$ cat src/rtl/gpio_pkg.sv
package gpio_pkg;

   typedef enum logic [1:0] {
      RA_DIR   = 2'd0,
      RA_LEVEL = 2'd1,
      RA_IEN   = 2'd2,
      RA_CTRL  = 2'd3
   } reg_addr_e;

   // control register bit positions
   localparam int CTL_LATCH  = 0;
   localparam int CTL_MDM_HI = 1;
   localparam int CTL_MDM_LO = 2;
   localparam int CTL_SRST   = 3;

   // pin roles inside a four-pin group in handshake mode
   localparam int NIB_DSR = 0;
   localparam int NIB_DTR = 1;
   localparam int NIB_CD  = 2;
   localparam int NIB_RI  = 3;

endpackage

$ cat src/rtl/gpio_sync.sv
module gpio_sync #(
   parameter int W      = 8,
   parameter int STAGES = 2
) (
   input  logic         clk,
   input  logic         rst_n,
   input  logic         clr,
   input  logic [W-1:0] d,
   output logic [W-1:0] q
);

   if (STAGES < 2) begin : g_bad_stages
      $error("gpio_sync: STAGES must be at least 2");
   end

   logic [W-1:0] stg [STAGES];

   for (genvar s = 0; s < STAGES; s++) begin : g_stage
      logic [W-1:0] nxt;
      if (s == 0) begin : g_first
         assign nxt = d;
      end else begin : g_rest
         assign nxt = stg[s-1];
      end
      always_ff @(posedge clk or negedge rst_n) begin
         if (!rst_n)   stg[s] <= '0;
         else if (clr) stg[s] <= '0;
         else          stg[s] <= nxt;
      end
   end

   assign q = stg[STAGES-1];

endmodule

$ cat src/rtl/gpio_chg_detect.sv
module gpio_chg_detect #(
   parameter int W = 8
) (
   input  logic         clk,
   input  logic         rst_n,
   input  logic         clr,
   input  logic [W-1:0] lvl,
   input  logic [W-1:0] armed,
   input  logic         latch_mode,
   input  logic         level_rd,
   output logic [W-1:0] pend,
   output logic [W-1:0] view
);

   logic [W-1:0] ref_q;
   logic [W-1:0] cap_q;
   logic [W-1:0] hold_q;

   for (genvar i = 0; i < W; i++) begin : g_pin
      logic differs;
      assign differs = lvl[i] ^ ref_q[i];

      always_ff @(posedge clk or negedge rst_n) begin
         if (!rst_n) begin
            ref_q[i]  <= 1'b0;
            cap_q[i]  <= 1'b0;
            hold_q[i] <= 1'b0;
         end else if (clr) begin
            ref_q[i]  <= 1'b0;
            cap_q[i]  <= 1'b0;
            hold_q[i] <= 1'b0;
         end else begin
            if (level_rd || !armed[i])
               ref_q[i] <= lvl[i];
            if (level_rd || !latch_mode || !armed[i]) begin
               hold_q[i] <= 1'b0;
            end else if (!hold_q[i] && differs) begin
               hold_q[i] <= 1'b1;
               cap_q[i]  <= lvl[i];
            end
         end
      end

      assign pend[i] = armed[i] & (latch_mode ? hold_q[i] : differs);
      assign view[i] = (latch_mode && hold_q[i]) ? cap_q[i] : lvl[i];
   end

endmodule

$ cat src/rtl/gpio_nib_mux.sv
module gpio_nib_mux
   import gpio_pkg::*;
(
   input  logic       clk,
   input  logic       rst_n,
   input  logic       clr,
   input  logic       en,
   input  logic [3:0] lvl,
   input  logic [3:0] io_oe,
   input  logic [3:0] io_out,
   input  logic       dtr_ctl,
   input  logic       ien,
   input  logic       ack,
   output logic [3:0] oe,
   output logic [3:0] out,
   output logic [2:0] stat,
   output logic       irq
);

   logic [2:0] prev_q;
   logic       en_q;
   logic       irq_q;

   assign stat = en ? {lvl[NIB_RI], lvl[NIB_CD], lvl[NIB_DSR]} : 3'b000;

   always_comb begin
      if (en) begin
         oe           = 4'b0000;
         out          = 4'b0000;
         oe[NIB_DTR]  = 1'b1;
         out[NIB_DTR] = dtr_ctl;
      end else begin
         oe  = io_oe;
         out = io_out;
      end
   end

   always_ff @(posedge clk or negedge rst_n) begin
      if (!rst_n) begin
         prev_q <= '0;
         en_q   <= 1'b0;
         irq_q  <= 1'b0;
      end else if (clr) begin
         prev_q <= '0;
         en_q   <= 1'b0;
         irq_q  <= 1'b0;
      end else begin
         prev_q <= stat;
         en_q   <= en;
         if (!en)
            irq_q <= 1'b0;
         else if (en_q && ien && (stat != prev_q))
            irq_q <= 1'b1;
         else if (ack)
            irq_q <= 1'b0;
      end
   end

   assign irq = irq_q;

endmodule

$ cat src/rtl/gpio_modem_ctrl.sv
module gpio_modem_ctrl
   import gpio_pkg::*;
#(
   parameter  int NIBBLES     = 2,
   parameter  int SYNC_STAGES = 2,
   localparam int W           = 4 * NIBBLES,
   localparam int ST          = 3 * NIBBLES
) (
   input  logic               clk,
   input  logic               rst_n,
   input  logic               reg_wr,
   input  logic               reg_rd,
   input  logic [1:0]         reg_addr,
   input  logic [W-1:0]       reg_wdata,
   output logic [W-1:0]       reg_rdata,
   input  logic [W-1:0]       pin_in,
   output logic [W-1:0]       pin_out,
   output logic [W-1:0]       pin_oe,
   output logic               irq,
   input  logic [NIBBLES-1:0] mdm_dtr,
   input  logic [NIBBLES-1:0] mdm_ien,
   input  logic [NIBBLES-1:0] mdm_ack,
   output logic [ST-1:0]      mdm_stat,
   output logic [NIBBLES-1:0] mdm_irq
);

   if (NIBBLES != 2) begin : g_bad_nibbles
      $error("gpio_modem_ctrl: control layout holds exactly two group bits");
   end

   logic [W-1:0]       dir_q, out_q, ien_q;
   logic               latch_q;
   logic [NIBBLES-1:0] mdm_mode_q;
   logic               srst_q;

   logic wr_dir, wr_level, wr_ien, wr_ctrl, level_rd;
   assign wr_dir   = reg_wr && (reg_addr == RA_DIR);
   assign wr_level = reg_wr && (reg_addr == RA_LEVEL);
   assign wr_ien   = reg_wr && (reg_addr == RA_IEN);
   assign wr_ctrl  = reg_wr && (reg_addr == RA_CTRL);
   assign level_rd = reg_rd && (reg_addr == RA_LEVEL);

   always_ff @(posedge clk or negedge rst_n) begin
      if (!rst_n) srst_q <= 1'b0;
      else        srst_q <= wr_ctrl && reg_wdata[CTL_SRST];
   end

   always_ff @(posedge clk or negedge rst_n) begin
      if (!rst_n) begin
         dir_q      <= '0;
         out_q      <= '0;
         ien_q      <= '0;
         latch_q    <= 1'b0;
         mdm_mode_q <= '0;
      end else if (srst_q) begin
         dir_q      <= '0;
         out_q      <= '0;
         ien_q      <= '0;
         latch_q    <= 1'b0;
         mdm_mode_q <= '0;
      end else begin
         if (wr_dir)   dir_q <= reg_wdata;
         if (wr_level) out_q <= reg_wdata;
         if (wr_ien)   ien_q <= reg_wdata;
         if (wr_ctrl) begin
            latch_q <= reg_wdata[CTL_LATCH];
            for (int k = 0; k < NIBBLES; k++)
               mdm_mode_q[k] <= reg_wdata[CTL_MDM_LO - k];
         end
      end
   end

   logic [W-1:0] sync_lvl;

   gpio_sync #(.W(W), .STAGES(SYNC_STAGES)) u_sync (
      .clk   (clk),
      .rst_n (rst_n),
      .clr   (srst_q),
      .d     (pin_in),
      .q     (sync_lvl)
   );

   logic [W-1:0] mode_pin;
   logic [W-1:0] armed;
   logic [W-1:0] pend;
   logic [W-1:0] in_view;

   assign armed = ien_q & ~dir_q & ~mode_pin;

   gpio_chg_detect #(.W(W)) u_chg (
      .clk        (clk),
      .rst_n      (rst_n),
      .clr        (srst_q),
      .lvl        (sync_lvl),
      .armed      (armed),
      .latch_mode (latch_q),
      .level_rd   (level_rd),
      .pend       (pend),
      .view       (in_view)
   );

   assign irq = |pend;

   for (genvar k = 0; k < NIBBLES; k++) begin : g_nib
      localparam int LO = 4 * k;
      logic [3:0] nib_oe, nib_out;

      assign mode_pin[LO+3:LO] = {4{mdm_mode_q[k]}};

      gpio_nib_mux u_mux (
         .clk     (clk),
         .rst_n   (rst_n),
         .clr     (srst_q),
         .en      (mdm_mode_q[k]),
         .lvl     (sync_lvl[LO+3:LO]),
         .io_oe   (dir_q[LO+3:LO]),
         .io_out  (out_q[LO+3:LO]),
         .dtr_ctl (mdm_dtr[k]),
         .ien     (mdm_ien[k]),
         .ack     (mdm_ack[k]),
         .oe      (nib_oe),
         .out     (nib_out),
         .stat    (mdm_stat[3*k+2:3*k]),
         .irq     (mdm_irq[k])
      );

      assign pin_oe[LO+3:LO]  = nib_oe;
      assign pin_out[LO+3:LO] = nib_out;
   end

   logic [W-1:0] level_view;
   always_comb begin
      for (int i = 0; i < W; i++)
         level_view[i] = mode_pin[i] ? sync_lvl[i]
                       : (dir_q[i] ? out_q[i] : in_view[i]);
   end

   logic [W-1:0] ctrl_view;
   always_comb begin
      ctrl_view            = '0;
      ctrl_view[CTL_LATCH] = latch_q;
      for (int k = 0; k < NIBBLES; k++)
         ctrl_view[CTL_MDM_LO - k] = mdm_mode_q[k];
   end

   always_comb begin
      case (reg_addr)
         RA_DIR:   reg_rdata = dir_q;
         RA_LEVEL: reg_rdata = level_view;
         RA_IEN:   reg_rdata = ien_q;
         default:  reg_rdata = ctrl_view;
      endcase
   end

endmodule

$ cat config.mk
export PLATFORM = sky130hd
export DESIGN_NAME = gpio_modem_ctrl
export DESIGN_NICKNAME = d
export VERILOG_FILES = /design/src/rtl/gpio_pkg.sv /design/src/rtl/gpio_sync.sv /design/src/rtl/gpio_chg_detect.sv /design/src/rtl/gpio_nib_mux.sv /design/src/rtl/gpio_modem_ctrl.sv
export SDC_FILE = /design/constraint.sdc
export NUM_CORES = 1
export LEC_CHECK = 0
export BUFFER_PORTS_ARGS = -buffer_cell sky130_fd_sc_hd__clkbuf_2
export CAP_MARGIN = 0
export CORE_ASPECT_RATIO = 0.75
export CORE_MARGIN = 10
export CORE_UTILIZATION = 57
export CTS_CLUSTER_SIZE = 16
export DETAILED_ROUTE_END_ITERATION = 7
export PLACE_DENSITY = 0.81
export SLEW_MARGIN = 25
export SYNTH_ARGS = -nofsm -noshare
export SYNTH_HDL_FRONTEND = slang
export SYNTH_SLANG_ARGS = --single-unit
$ cat constraint.sdc
create_clock -name clk -period 2.31 [get_ports clk]
set_clock_uncertainty 0.2 [all_clocks]
set_input_delay 0.1155 -clock clk [delete_from_list [all_inputs] [get_ports clk]]
set_output_delay 0.1155 -clock clk [all_outputs]
set_load 0.05 [all_outputs]
After elaboration in Yosys (flattened, before gate mapping):

Cells that the tools add are included.
Widths: inputs -> output; s select.

* equality and inequality tests: 15
* reduce and logical (&&, ||, !) cells: 98
* mux-type cells: 127
* bitwise gates (word level): 20

Operators by type and width (count)
* $mux 1: 108
* $mux 8: 8
* $reduce_bool 2->1: 20
* $logic_and 1x1->1: 26
* $pmux 8 s3: 1
* $reduce_bool 3->1: 8
* $logic_not 1->1: 17
* $logic_or 1x1->1: 17
* $and 8x8->8: 2
* $mux 4: 4
* $ne 2x2->1 const B: 8
* $not 8->8: 2
* $reduce_and 2->1: 8
* $mux 3: 4
* $and 1x1->1: 8
* $ne 4x2->1 const B: 2
* $reduce_or 8->1: 1
* $xor 1x1->1: 8
* $ne 3x3->1: 2
* $eq 2x2->1 const B: 2
* $mux 2: 2
* $eq 2x1->1 const B: 1
* $logic_not 2->1: 1

* input port bits: 28
* bits in registers: 78

Logic depth before layout (Yosys ltp):

* depth in word-level cells: 7
* mapped depth: 7
* mapped depth without buffers: 4

Modules after synthesis:

A second synthesis with hierarchy kept.

* cells, all modules: 402
* area total of the unflattened synthesis: 4270.3 µm²

By module, submodules not included
* gpio_modem_ctrl: cells each 143, area each 1570.3 µm², times used 1
* gpio_chg_detect: cells each 168, area each 1565.3 µm², times used 1
* gpio_nib_mux: cells each 29, area each 295.3 µm², times used 2
* gpio_sync: cells each 33, area each 544.3 µm², times used 1

Least setup slack after synthesis:

OpenSTA, ideal clock, no wires.

* kind: flip-flop to output port
* start point: register latch_q
* end point: output port reg_rdata[4]
* arrival: 2156 ps
* buffers on the path: 2
* slack: -162 ps
* cell stages (with the launch flop): 7
* cells stage by stage: dfrtp_1 > buf_4 > buf_4 > a21oi_1 > a31oi_1 > o21ai_0 > o31ai_1

* cells in the longest elaborated chain, start to end: 5

RTL lines
* start: declaration: RTL line gpio_modem_ctrl.sv:32 `logic latch_q;`
* start signal: assignment: RTL line gpio_modem_ctrl.sv:66 `latch_q <= reg_wdata[CTL_LATCH];`
* $logic_and 1x1->1: RTL line gpio_chg_detect.sv:45 `assign view[i] = (latch_mode && hold_q[i]) ? cap_q[i] : lvl[i];`
* $mux 1: RTL line gpio_chg_detect.sv:45
* $mux 1: RTL line gpio_modem_ctrl.sv:135 `: (dir_q[i] ? out_q[i] : in_view[i]);`
* $mux 1: RTL line gpio_modem_ctrl.sv:134 `level_view[i] = mode_pin[i] ? sync_lvl[i]`
* $pmux 8 s3: RTL line gpio_modem_ctrl.sv:147 `case (reg_addr)`
* end: declaration: RTL line gpio_modem_ctrl.sv:15 `output logic [W-1:0] reg_rdata,`

No other way between the ends.

Worst setup path in the final report:

* start point: register mdm_mode_q[0]
* end point: output port irq

* cells in the longest elaborated chain, start to end: 4

RTL lines
* start: declaration: RTL line gpio_modem_ctrl.sv:33 `logic [NIBBLES-1:0] mdm_mode_q;`
* start signal: indexed assignment: RTL line gpio_modem_ctrl.sv:68 `mdm_mode_q[k] <= reg_wdata[CTL_MDM_LO - k];`
* $not 8->8 *: RTL line gpio_modem_ctrl.sv:88 `assign armed = ien_q & ~dir_q & ~mode_pin;`
* $and 8x8->8 *: RTL line gpio_modem_ctrl.sv:88
* $and 1x1->1: RTL line gpio_chg_detect.sv:44 `assign pend[i] = armed[i] & (latch_mode ? hold_q[i] : differs);`
* $reduce_or 8->1 *: RTL line gpio_modem_ctrl.sv:102 `assign irq = |pend;`
* end: declaration: RTL line gpio_modem_ctrl.sv:19 `output logic irq,`

Every way passes the cells marked *; elsewhere a longest branch is shown, timed or not.

==> summary.txt <==
STA
  • Slew Viols, Final: 0
  • Period minus WS final: approximately 2.3 ns
  • Tightest Pin Transition: 0.579 ns
  • Final worst path period share: 99.1%
  • Worst Hold Slack: 0.0985 ns
  • RSZ-0062 raised after global routing: true
  • Final Hold Viols: 0
  • FMAX: 437 MHz
  • Setup violators final: 0
  • Final WS setup: 0.0217 ns
  • Slew HR: between 60% and 70%

Setup path
  • Worst-case reg-to-reg path depth: 7
  • Critical Path Source Type: flip-flop
  • Data required, critical path: 1.99 ns
  • Worst Path Max Fanout: 8
  • Crit-path max cell delay: 0.50 ns
  • Top delay family on crit path: simple AND/OR/NAND/NOR gates
  • WP depth: 6
  • Worst setup EP type: primary output
  • Crit-path cells: nor3b_2 > buf_4 > a21oi_2 > a32oi_1 > or4_4 > buf_8
  • WP buf/inv: 2
  • Worst EP arrival: 1.97 ns
  • Kind of critical path: flip-flop to primary output
  • CP max stage cell: or4_4

Cells and area
  • Area of the multi-input gates: between 2000 and 2500 um2
  • Antenna cells: 0
  • Non-filler cells in the finished layout: 654
  • Area Growth Syn to Fin: 24.6%
  • Core Util, Final: 72.4%
  • Register area: 1960 um2
  • Share of post-route cells with drive strength above 1: 24.1%
  • Nets@finish: 576
  • Fillers: 520

Yosys
  • Avg Cell Area, Syn: 9.28 um2
  • Synth warnings: 0
  • Mapped Cells: 455
  • Post-synth top cells: 78 x dfrtp_1, 51 x nor2_1, 38 x nor2b_1
  • Synthesized area: approximately 4200 um2
  • Top-count cell post-synth: dfrtp_1
  • Sequential area share after synthesis: 46.2%
  • Area contributors post-synth: dfrtp_1 46%, nor2b_1 5.6%, mux2i_1 5.5%
  • Largest area contributor in the netlist: dfrtp_1
  • Count of cell types in the netlist: 48
  • Share of the synthesized area in the top cell type: 46.2%
  • Syn_nets: 483
  • Top_reg_cell synth: dfrtp_1
  • Number of synthesized flops with an enable pin: 0
  • Async S/R FF share, synth: 100%
  • Yosys reg bits: between 70 and 80

Route
  • Vias: 3859
  • Routed wire length: around 11000 um
  • Drt first pass iters: 5
  • Vias/cell: ~5.9
  • DRC violations left: 0
  • Antenna viol nets, final: 0
  • Initial drt markers: 406
  • WL per Instance: 17.2 um

CTS
  • Worst-path clk slew: 0.08 ns
  • CTS sink cnt: just under 80
  • CTS max path bufs: 2
  • CTS buffer count: 9
  • CTS H-tree depth: 3
  • CTS tree: done
  • Clock Latency Late Sink: ~0.36 ns
  • Root buffer cell: clkbuf_8

Power
  • LEAKAGE: 2.43 nW
  • Power Density: 755 nW/um2
  • Total power: 3.97 mW
  • Peak VDD IR: 0.558 mV

Placed design
  • Hpwl dp: 7650 um
  • Input/output buffers: 60
  • Final GP Congestion: 0.902
  • Pre-CTS setup slack: 0.205 ns
  • Placed instance count: between 600 and 700

Global routing
  • Initial antenna violation count: 0
  • Number of global-route vias before repair: 3710
  • First-pass GRT wire length: between 15000 and 20000 um
  • GRT Resource Usage Total: between 10% and 20%
  • Gr ovfl total: 0
  • Largest net degree at the start of global routing: 43

Floorplanning
  • Initial Utilization: 58.1%
  • Num rows: 27
  • Die Area: ~11000 um2
  • Core Area: 7260 um2
  • Number of I/O pins: a little over 60
  • Die Wd: 119 um
  • Die height: 94.5 um

Status
  • Status: finished, final reports clean

Worst hold path
  • Hold Crit Class: primary input to asynchronous set/reset pin

Run
  • Max Cap Viol: 0
==> cell usage in the layout, fill, tap and decap left out, drive strengths merged, types with 2 or more instances in the layout <==
| cell | Yosys | layout |
|---|---|---|
| nand4 | 3 | 3 |
| nand2 | 36 | 36 |
| nor2b | 38 | 38 |
| xnor2 | 3 | 3 |
| a32oi | 7 | 7 |
| dfrtp | 78 | 78 |
| a21oi | 33 | 33 |
| nand3 | 21 | 21 |
| nor3b | 10 | 10 |
| or4 | 2 | 2 |
| o21ai | 23 | 23 |
| inv | 16 | 16 |
| o22ai | 2 | 2 |
| nand4b | 3 | 3 |
| a211oi | 5 | 5 |
| clkbuf | 15 | 64 |
| o31ai | 2 | 2 |
| o221ai | 4 | 4 |
| mux4 | 2 | 2 |
| xor2 | 9 | 9 |
| a221o | 2 | 2 |
| clkinv | 0 | 4 |
| clkinvlp | 0 | 2 |
| dlygate4sd3 | 0 | 25 |
| buf | 19 | 36 |
| nor2 | 51 | 51 |
| mux2i | 23 | 23 |
| or2 | 2 | 2 |
| nand3b | 10 | 10 |
| a41o | 4 | 4 |
| nand2b | 2 | 2 |
| o211ai | 3 | 3 |
| and2 | 12 | 12 |
| a22oi | 5 | 5 |
==> routing by layer <==
layer	vias up	share of wire, %	global-route usage, %
met5	-	0	0
li1	1763	-	-
met3	27	7.5	4.53
met1	1887	43	26.0
met2	182	48	32.4
met4	0	1.7	5.61
==> final timing paths <==
check	slack, ns	to	start
max	0.02	irq	mdm_mode_q[0]
max in group asynchronous	1.20	dir_q[0]	rst_n
min in group clk	0.16	u_chg.hold_q[2]	reg_rd
min reg2reg	0.27	u_sync.q[0]	u_sync.g_stage[1].nxt[0]
min	0.1	g_nib[1].u_mux.en_q	rst_n
max reg2reg	0.13	g_nib[1].u_mux.irq	mdm_mode_q[1]
==> layout make-up <==
type | count | area share, %
flip-flops and latches | 78 | 37.3
clock inverters | 6 | 0.737
well taps | 101 | 2.40
inverters | 16 | 1.14
repair buffers | 116 | 16.6
clock buffers | 10 | 2.43
multi-input cells | 327 | 39.3
==> metrics by stage <==
step,instance area (um2),TNS (ns)
floorplan,4230,0
global placement,4690,0
detailed placement,4690,0
CTS,5160,0
global route,5260,-0.0405
finish,5260,0
==> where the power goes <==
group | internal, mW | switching, mW | total (mW)
Combinational | 0.521 | 0.849 | 1.37
Sequential | 1.52 | 0.186 | 1.71
Clock | 0.386 | 0.507 | 0.893
==> timing repair <==
item,CTS,global route
hold endpoints to repair,116,0
gates cloned,0,1
endpoints found under the setup margin,6,8
pin swaps,0,4
hold buffers,25,0
resized for setup,13,23
buffers inserted,2,3
==> cells by family (layout without fill, tap and decap cells) <==
kind of cell              after synthesis  count (layout)  synth area share, %
DFF                                    78              78                 46.2
AOI/OAI and AO/OA                      98              98                 14.9
and+or+nand+nor                       192             192                 24.4
xor gates and xnor gates               12              12                 2.49
buffers and inverters                  50             148                 5.45
muxes                                  25              25                 6.52
==> sequential cells by signal (all words and copies together) (netlist names), 2 cells and up <==
register	cells
u_sync.q	8
dir_q	8
mdm_mode_q	2
u_sync.g_stage.nxt	8
g_nib.u_mux.en_q	2
out_q	8
u_chg.ref_q	8
ien_q	8
u_chg.cap_q	8
u_chg.hold_q	8
g_nib.u_mux.irq	2
g_nib.u_mux.prev_q	6
(Power assumes the default switching activity.)
